==> src/rtl/rxbuf_pkg.sv <==
package rxbuf_pkg;
  typedef enum logic [1:0] {
    RA_FLAGS = 2'd0,
    RA_IEN   = 2'd1,
    RA_FG    = 2'd2,
    RA_RSVD  = 2'd3
  } reg_addr_e;

  localparam int FLG_FULL = 0;
  localparam int FLG_OVR  = 1;
  localparam int IEN_RX   = 0;
  localparam int IEN_ERR  = 1;
  localparam int CTRL_W   = 2;
endpackage

==> src/rtl/rxbuf_fifo.sv <==
module rxbuf_fifo #(
  parameter int DATA_W = 8,
  parameter int DEPTH  = 4
) (
  input  logic              clk,
  input  logic              rst,
  input  logic              wr_en,
  input  logic [DATA_W-1:0] wr_data,
  input  logic              rd_en,
  output logic [DATA_W-1:0] rd_data,
  output logic              empty,
  output logic              full
);
  localparam int AW = (DEPTH > 1) ? $clog2(DEPTH) : 1;
  localparam int CW = $clog2(DEPTH + 1);
  localparam logic [AW-1:0] LAST = AW'(DEPTH - 1);
  localparam logic [CW-1:0] CNT_MAX = CW'(DEPTH);

  logic [DATA_W-1:0] mem [DEPTH];
  logic [AW-1:0]     wr_ptr, rd_ptr;
  logic [CW-1:0]     cnt_q;

  // storage without reset so it maps onto block RAM
  always_ff @(posedge clk) begin
    if (wr_en) mem[wr_ptr] <= wr_data;
  end

  // registered read port doubles as the foreground buffer
  always_ff @(posedge clk) begin
    if (rst)        rd_data <= '0;
    else if (rd_en) rd_data <= mem[rd_ptr];
  end

  always_ff @(posedge clk) begin
    if (rst) begin
      wr_ptr <= '0;
      rd_ptr <= '0;
      cnt_q  <= '0;
    end else begin
      if (wr_en) wr_ptr <= (wr_ptr == LAST) ? '0 : wr_ptr + 1'b1;
      if (rd_en) rd_ptr <= (rd_ptr == LAST) ? '0 : rd_ptr + 1'b1;
      case ({wr_en, rd_en})
        2'b10:   cnt_q <= cnt_q + 1'b1;
        2'b01:   cnt_q <= cnt_q - 1'b1;
        default: cnt_q <= cnt_q;
      endcase
    end
  end

  assign empty = (cnt_q == '0);
  assign full  = (cnt_q == CNT_MAX);
endmodule

==> src/rtl/rxbuf_w1c_flag.sv <==
module rxbuf_w1c_flag (
  input  logic clk,
  input  logic rst,
  input  logic set_i,
  input  logic clr_i,
  output logic flag_o,
  output logic nxt_o
);
  always_comb begin
    nxt_o = flag_o;
    if (clr_i) nxt_o = 1'b0;
    if (set_i) nxt_o = 1'b1;   // set wins over a same-cycle clear
  end

  always_ff @(posedge clk) begin
    if (rst) flag_o <= 1'b0;
    else     flag_o <= nxt_o;
  end
endmodule

==> src/rtl/rxbuf_ien_reg.sv <==
module rxbuf_ien_reg #(
  parameter int W = 2
) (
  input  logic         clk,
  input  logic         rst,
  input  logic         hold_zero,
  input  logic         wr_en,
  input  logic [W-1:0] wdata,
  output logic [W-1:0] q,
  output logic [W-1:0] nxt
);
  always_comb begin
    nxt = q;
    if (wr_en)     nxt = wdata;
    if (hold_zero) nxt = '0;
  end

  always_ff @(posedge clk) begin
    if (rst) q <= '0;
    else     q <= nxt;
  end
endmodule

==> src/rtl/rxbuf_flag_ctrl.sv <==
module rxbuf_flag_ctrl
  import rxbuf_pkg::*;
#(
  parameter int DATA_W = 8,
  parameter int DEPTH  = 4
) (
  input  logic              clk,
  input  logic              rst,
  input  logic              push_valid,
  input  logic [DATA_W-1:0] push_data,
  input  logic              init_req,
  input  logic              init_ack,
  input  logic              reg_wr,
  input  logic [1:0]        reg_addr,
  input  logic [CTRL_W-1:0] reg_wdata,
  output logic [DATA_W-1:0] reg_rdata,
  output logic              irq_rx,
  output logic              irq_err
);
  logic              full_q, full_d, ovr_q, ovr_d;
  logic [CTRL_W-1:0] ien_q, ien_d;
  logic [DATA_W-1:0] fg_data;
  logic              q_empty, q_full;
  logic              shift, ovr_evt, push_ok;
  logic              flag_wr, ien_wr, in_init;
  logic [DATA_W-1:0] rd_mux;

  assign shift   = !full_q && !q_empty;
  assign ovr_evt = push_valid && full_q && q_full;
  assign push_ok = push_valid && !ovr_evt;
  assign flag_wr = reg_wr && (reg_addr == RA_FLAGS);
  assign in_init = init_req && init_ack;
  assign ien_wr  = reg_wr && (reg_addr == RA_IEN) && !init_req && !init_ack;

  rxbuf_fifo #(.DATA_W(DATA_W), .DEPTH(DEPTH)) u_fifo (
    .clk(clk), .rst(rst),
    .wr_en(push_ok), .wr_data(push_data),
    .rd_en(shift), .rd_data(fg_data),
    .empty(q_empty), .full(q_full)
  );

  rxbuf_w1c_flag u_full_flag (
    .clk(clk), .rst(rst),
    .set_i(shift), .clr_i(flag_wr && reg_wdata[FLG_FULL]),
    .flag_o(full_q), .nxt_o(full_d)
  );

  rxbuf_w1c_flag u_ovr_flag (
    .clk(clk), .rst(rst),
    .set_i(ovr_evt), .clr_i(flag_wr && reg_wdata[FLG_OVR]),
    .flag_o(ovr_q), .nxt_o(ovr_d)
  );

  rxbuf_ien_reg #(.W(CTRL_W)) u_ien (
    .clk(clk), .rst(rst),
    .hold_zero(in_init), .wr_en(ien_wr), .wdata(reg_wdata),
    .q(ien_q), .nxt(ien_d)
  );

  always_comb begin
    rd_mux = '0;
    case (reg_addr)
      RA_FLAGS: begin
        rd_mux[FLG_FULL] = full_q;
        rd_mux[FLG_OVR]  = ovr_q;
      end
      RA_IEN:  rd_mux[CTRL_W-1:0] = ien_q;
      RA_FG:   rd_mux = full_q ? fg_data : '0;
      default: rd_mux = '0;
    endcase
  end

  always_ff @(posedge clk) begin
    if (rst) begin
      reg_rdata <= '0;
      irq_rx    <= 1'b0;
      irq_err   <= 1'b0;
    end else begin
      reg_rdata <= rd_mux;
      irq_rx    <= full_d && ien_d[IEN_RX];
      irq_err   <= ovr_d && ien_d[IEN_ERR];
    end
  end
endmodule

==> config.mk <==
export PLATFORM = sky130hd
export DESIGN_NAME = rxbuf_flag_ctrl
export DESIGN_NICKNAME = d
export VERILOG_FILES = /design/src/rtl/rxbuf_pkg.sv /design/src/rtl/rxbuf_fifo.sv /design/src/rtl/rxbuf_w1c_flag.sv /design/src/rtl/rxbuf_ien_reg.sv /design/src/rtl/rxbuf_flag_ctrl.sv
export SDC_FILE = /design/constraint.sdc
export NUM_CORES = 1
export LEC_CHECK = 0
export ABC_AREA = 1
export CAP_MARGIN = 20
export CORE_ASPECT_RATIO = 1.1
export CORE_MARGIN = 4
export CORE_UTILIZATION = 30
export CTS_CLUSTER_SIZE = 12
export DETAILED_ROUTE_END_ITERATION = 6
export DONT_BUFFER_PORTS = 1
export SYNTH_ARGS = -nofsm -noshare
export SYNTH_HDL_FRONTEND = slang
export SYNTH_SLANG_ARGS = --single-unit
==> constraint.sdc <==
create_clock -name clk -period 3.3 [get_ports clk]
set_clock_uncertainty 0.2 [all_clocks]
set_input_delay 0.495 -clock clk [delete_from_list [all_inputs] [get_ports clk]]
set_output_delay 0.495 -clock clk [all_outputs]
set_load 0.01 [all_outputs]
## Word level (Yosys, flattened, before mapping)

Memories as Yosys holds them, arrays and structs flattened. A register that Yosys moved wholly into a read port is not among the register bits.
Cells that the tools add are included.

- Mux-type cells: 13
- Bitwise operators: 2
- Eq/ne operators: 7
- Add/sub/neg operators: 4
- Reduce and logical (&&, ||, !) cells: 22

Operator list:

| cell | number |
|---|---|
| 1-bit logical AND | 13 |
| 2-bit 2-to-1 mux | 5 |
| 2-bit == test (second input constant) | 4 |
| 1-bit 2-to-1 mux | 6 |
| 2-bit one-hot mux with 3 select lines | 1 |
| 3-bit one-hot mux with 2 select lines | 1 |
| 1-bit zero test | 5 |
| 2-bit by 1-bit adder with 2-bit output (second input constant) | 2 |
| 2-bit by 1-bit == test with 1-bit output (second input constant) | 2 |
| 3-bit by 1-bit adder with 3-bit output (second input constant) | 1 |
| 3-bit == test (second input constant) | 1 |
| 3-bit zero test | 1 |
| 3-bit OR reduction | 1 |
| 3-bit by 1-bit subtractor with 3-bit output (second input constant) | 1 |
| 2-bit zero test | 1 |
| 1-bit NOT | 2 |
| 2-bit nonzero test | 1 |

- Logic and storage cells: 59
- Bits of input ports: 18
- Memories: 1
- Bits in writable memories: 32
- Output and inout port bits: 10
- Register bits: 21

Memory list:

| memory | depth | bits a word | rd ports | clocked after Yosys merged registers in | wr ports | line | text |
|---|---|---|---|---|---|---|---|
| u_fifo.mem | 4 | 8 | 1 | 1 | 1 | rxbuf_fifo.sv:19 | `logic [DATA_W-1:0] mem [DEPTH];` |

## Logic depth before layout (Yosys ltp)

- Depth in word-level cells: 7
- Mapped depth: 12
- Depth with buffers taken out: 12

## Hierarchy

From an unflattened synthesis, not the netlist that was laid out.

- Cell total of the unflattened synthesis: 265
- Area, all modules: 2,613.8 µm²

By module, submodules not included:

| module | times used | area each (µm²) | cells each | seq. area each (µm²) |
|---|---|---|---|---|
| rxbuf_fifo | 1 | 1,976.9 | 176 | 1,261.2 |
| rxbuf_flag_ctrl | 1 | 426.7 | 59 | 200.2 |
| rxbuf_ien_reg | 1 | 117.6 | 18 | 40.0 |
| rxbuf_w1c_flag | 2 | 46.3 | 6 | 20.0 |

## Worst setup path before layout

No wires, ideal clock.

- Path type: register to register
- From: reg u_full_flag.flag_o
- To: reg u_fifo.cnt_q[2]
- Setup time: 0.113 ns
- Stages on the path, launching flop included: 13
- Data arrival time: 1.670 ns
- Path slack: 1.317 ns
- Clock period less this slack: 1.983 ns
- Data required time: 2.987 ns
- Path buffers: 0
- Cells stage by stage: dfxtp_1 > nand2_1 > inv_2 > nand3_2 > nand2_2 > ha_1 > inv_1 > fa_1 > or2_0 > nand2_1 > nand2_1 > nand2_1 > nor2_1

- Cells in the longest elaborated chain, start to end: 6
- Elaborated cells on any way between the ends: 10
- Classes of those cells: eq/ne: 2; mux: 1; reduce/logical: 7

RTL lines:

| item | line | text |
|---|---|---|
| start: declaration | rxbuf_w1c_flag.sv:6 | `output logic flag_o,` |
| start signal: assignment | rxbuf_w1c_flag.sv:17 | `else flag_o <= nxt_o;` |
| 1-bit logical AND (2 in series) | rxbuf_flag_ctrl.sv:29 | `assign ovr_evt = push_valid && full_q && q_full;` |
| 1-bit zero test | rxbuf_flag_ctrl.sv:30 | `assign push_ok = push_valid && !ovr_evt;` |
| 1-bit logical AND | rxbuf_flag_ctrl.sv:30 |  |
| 2-bit by 1-bit == test with 1-bit output or 2-bit == test (tied branches) | rxbuf_fifo.sv:42 | `case ({wr_en, rd_en})` |
| 3-bit one-hot mux with 2 select lines or 2-bit nonzero test (tied branches) | n/a |  |
| end signal: assignment | rxbuf_fifo.sv:43 | `2'b10: cnt_q <= cnt_q + 1'b1;` |
| end signal: assignment | rxbuf_fifo.sv:44 | `2'b01: cnt_q <= cnt_q - 1'b1;` |
| end signal: assignment | rxbuf_fifo.sv:45 | `default: cnt_q <= cnt_q;` |
| end: declaration | rxbuf_fifo.sv:21 | `logic [CW-1:0] cnt_q;` |

Several ways; a longest one is shown, not always the timed one.
A chain may end at the register's enable or synchronous reset.

## Worst setup path after layout

Same ends and word-level chain as after synthesis.

==> results.md <==
- Status: finished clean
- Synth-to-layout area growth: 10.5%
- Fin Hold WS: around 17 ps
- Max-slew headroom: 44.3%
- Fraction of registers with async set/reset: 0%
- Crit path time final: 2140 ps
- H-tree depth: 3
- RSZ-0062 raised after global routing: false
- DP Wirelength: approximately 3300 um
- Slew Viols, Final: 0
- WS Path Type: flip-flop to flip-flop
- Metal2 WL: 2140 um
- Drt drc: 0
- Via count: approximately 1700
- Met3 wire len: 336 um
- Via/cell ratio: 4.12
- Site Rows: 35
- Crit-path most repeated cell: nand2_1
- Overflow after GRT: 0
- Critical Path RT: 3340 ps
- Critical-path top delay cell: dfxtp_1
- Die Footprint: 10500 sq um
- Max_cap viols: 0
- Setup crit start: u_full_flag.flag_o
- Final design utilization: between 30 and 40%
- Worst-Skew Late Latency: 340 ps
- Origin of the critical flop-to-flop path: u_full_flag.flag_o
- Highest metal used: met4
- GRT Util Overall: 9.73%
- Startpoint types: flip-flop
- Initial antenna violation count: 0
- Wl on met1: 2050 um
- Die X: 97.9 um
- Boundary pin count: 28
- Clock slew at reported path FFs: 70 ps
- FMAX: 468 MHz
- CP endpoint kind: flip-flop
- TNS Setup: 0 ps
- Gpl congestion: 0.791
- CTS sink count: slightly above 60
- Initial Util: 31.2%
- Longest Clk Path Bufs: 2
- Power density over the cells: between 800 and 900 nW/um^2
- Antenna diodes: 0
- Synthesized instance count: 292
- CP top delay family: simple AND/OR/NAND/NOR gates
- Routed Antenna Nets: 0
- Initial drt markers: between 90 and 100
- Synth warn: 0
- Synth Net Count: 317
- Worst vdd ir: 0.000277 V
- Synth Flop Type: edfxtp_1
- Layout cells sized above 1: 12.0%
- Sequential area share after synthesis: 57.8%
- Post-CTS Resized: 0
- Yosys reg bits: 61
- Nets: 321
- Worst-Margin Slew: 832 ps
- Mean post-synth cell area: 9.13 sq um
- CTS buffer count: 9
- Final hold vios: 0
- WL final: 4660 um
- Worst Path Max Fanout: 7
- Die H: between 100 and 150 um
- Lkg Pwr: 0.00122 uW
- Slowest Stage Delay on Critical Path: between 400 and 500 ps
- Pre-Repair DR Iteration Count: 4
- Finish-stage setup viols: 0
- Setup bufs post-CTS: 0
- # port buffers: 0
- Netlist cell types: 30
- DR WL/cell: 11.3 um
- # hold bufs at CTS: 0
- CP Buf/Inv Count: 2
- Core area: 8540 sq um
- Worst min path class: primary input to flip-flop
- First-pass GRT wire length: 7770 um
- Pin count of the biggest net entering global routing: 36
- Critical-path cell list: nand2_1 > inv_2 > nand3_2 > nand2_2 > ha_1 > inv_1 > fa_1 > or2_0 > nand2_1 > nand2_1 > nand2_1 > nor2_1
- Root Driver: clkbuf_8
- Vias in the first global route: between 1500 and 2000
- Post-synth EDFFs: 32
- Final period util: 64.8%
- Arr. time, crit path: between 2000 and 2500 ps
- Cell Area, Synth: approximately 2700 sq um
- Hold_sp: rst
- TritonCTS clock tree: built
## synthesized netlist by cell type, types with 3 or more instances
library cell / n / area (sq um)
nand3_1: 15 / 75.1
nor2_2: 10 / 62.6
buf_6: 3 / 33.8
nand4_1: 3 / 18.8
inv_1: 46 / 173
and2_1: 7 / 43.8
edfxtp_1: 32 / 961
a21oi_1: 11 / 55.1
ha_1: 6 / 75.1
o21ai_1: 3 / 15.0
dfxtp_1: 29 / 581
nor2_1: 52 / 195
nand2_1: 53 / 199
inv_2: 3 / 11.3
## final cells by class
| type | instances | area (sq um) |
|---|---|---|
| sequential | 61 | 1540 |
| inverter | 51 | 198 |
| tap | 111 | 139 |
| multi-input combinational | 172 | 847 |
| timing repair buffer | 1 | 7.51 |
| clock buffer | 9 | 124 |
| fill | 875 | 5590 |
| clock inverter | 6 | 88.8 |
## metal layers
| layer | global-route usage (%) | up-vias |
|---|---|---|
| met3 | 3.90 | 8 |
| met2 | 14.9 | 33 |
| li1 | - | 915 |
| met4 | 6.82 | 0 |
| met1 | 11.0 | 738 |
| met5 | 0 | - |
## sequential cells by signal, summed over array words and instances (netlist names)
name	count
irq_err	1
u_fifo.cnt_q	3
reg_rdata	8
u_fifo.rd_ptr	2
u_ien.q	2
u_fifo.wr_ptr	2
u_fifo.mem	32
u_full_flag.flag_o	1
irq_rx	1
u_fifo.rd_data	8
u_ovr_flag.flag_o	1
## power by group
part | total (uW) | switching, uW | internal, uW
logic | 653 | 419 | 233
clock network | 712 | 292 | 420
registers | 991 | 74.3 | 917
## final timing paths
check	endpoint	depth (start not counted)	slack, ps
max	u_fifo.cnt_q[2]	12	1160
min	u_ien.q[1]	1	20
max reg2reg	u_fifo.cnt_q[2]	12	1160
min reg2reg	reg_rdata[3]	2	230
## kinds of logic (layout without fill, tap and decap cells)
kind of cell | after synthesis | in the layout | share of synthesized area [%]
and+or+nand+nor | 146 | 146 | 24.4
DFF | 61 | 61 | 57.8
buffers and inverters | 59 | 67 | 10.4
AOI/OAI and AO/OA | 19 | 19 | 3.80
adders and majority gates | 7 | 7 | 3.57
## cells in the final DEF, fill, tap and decap left out
cell type and n:
or2_0 1, nand2_4 2, a21oi_1 11, nor2_2 10, clkbuf_8 9, a21boi_0 1
nand3_2 1, inv_1 46, dfxtp_1 29, o211ai_1 1, a31oi_1 1, o21ai_0 2
nor2_4 1, clkinv_4 2, ha_1 6, nor2_1 52, fa_1 1, buf_4 1
edfxtp_1 32, nand3_1 15, nand2_1 53, clkinv_2 2, nand4_1 3, and2_1 7
nand2_2 1, clkinvlp_4 2, bufinv_16 2, inv_2 3, o21ai_1 3
## metrics by stage
| step | worst slack [ps] | total power, uW | instance area, sq um | cells |
|---|---|---|---|---|
| global placement | 1210 | 1650 | 2730 | 396 |
| detailed placement | 1170 | 1670 | 2730 | 396 |
| floorplan | 1320 | 1610 | 2670 | 292 |
| CTS | 1150 | 2390 | 2950 | 411 |
| global route | 978 | 2530 | 2950 | 411 |
| finish | 1160 | 2360 | 2950 | 411 |
Power figures use the tool's default switching activity.
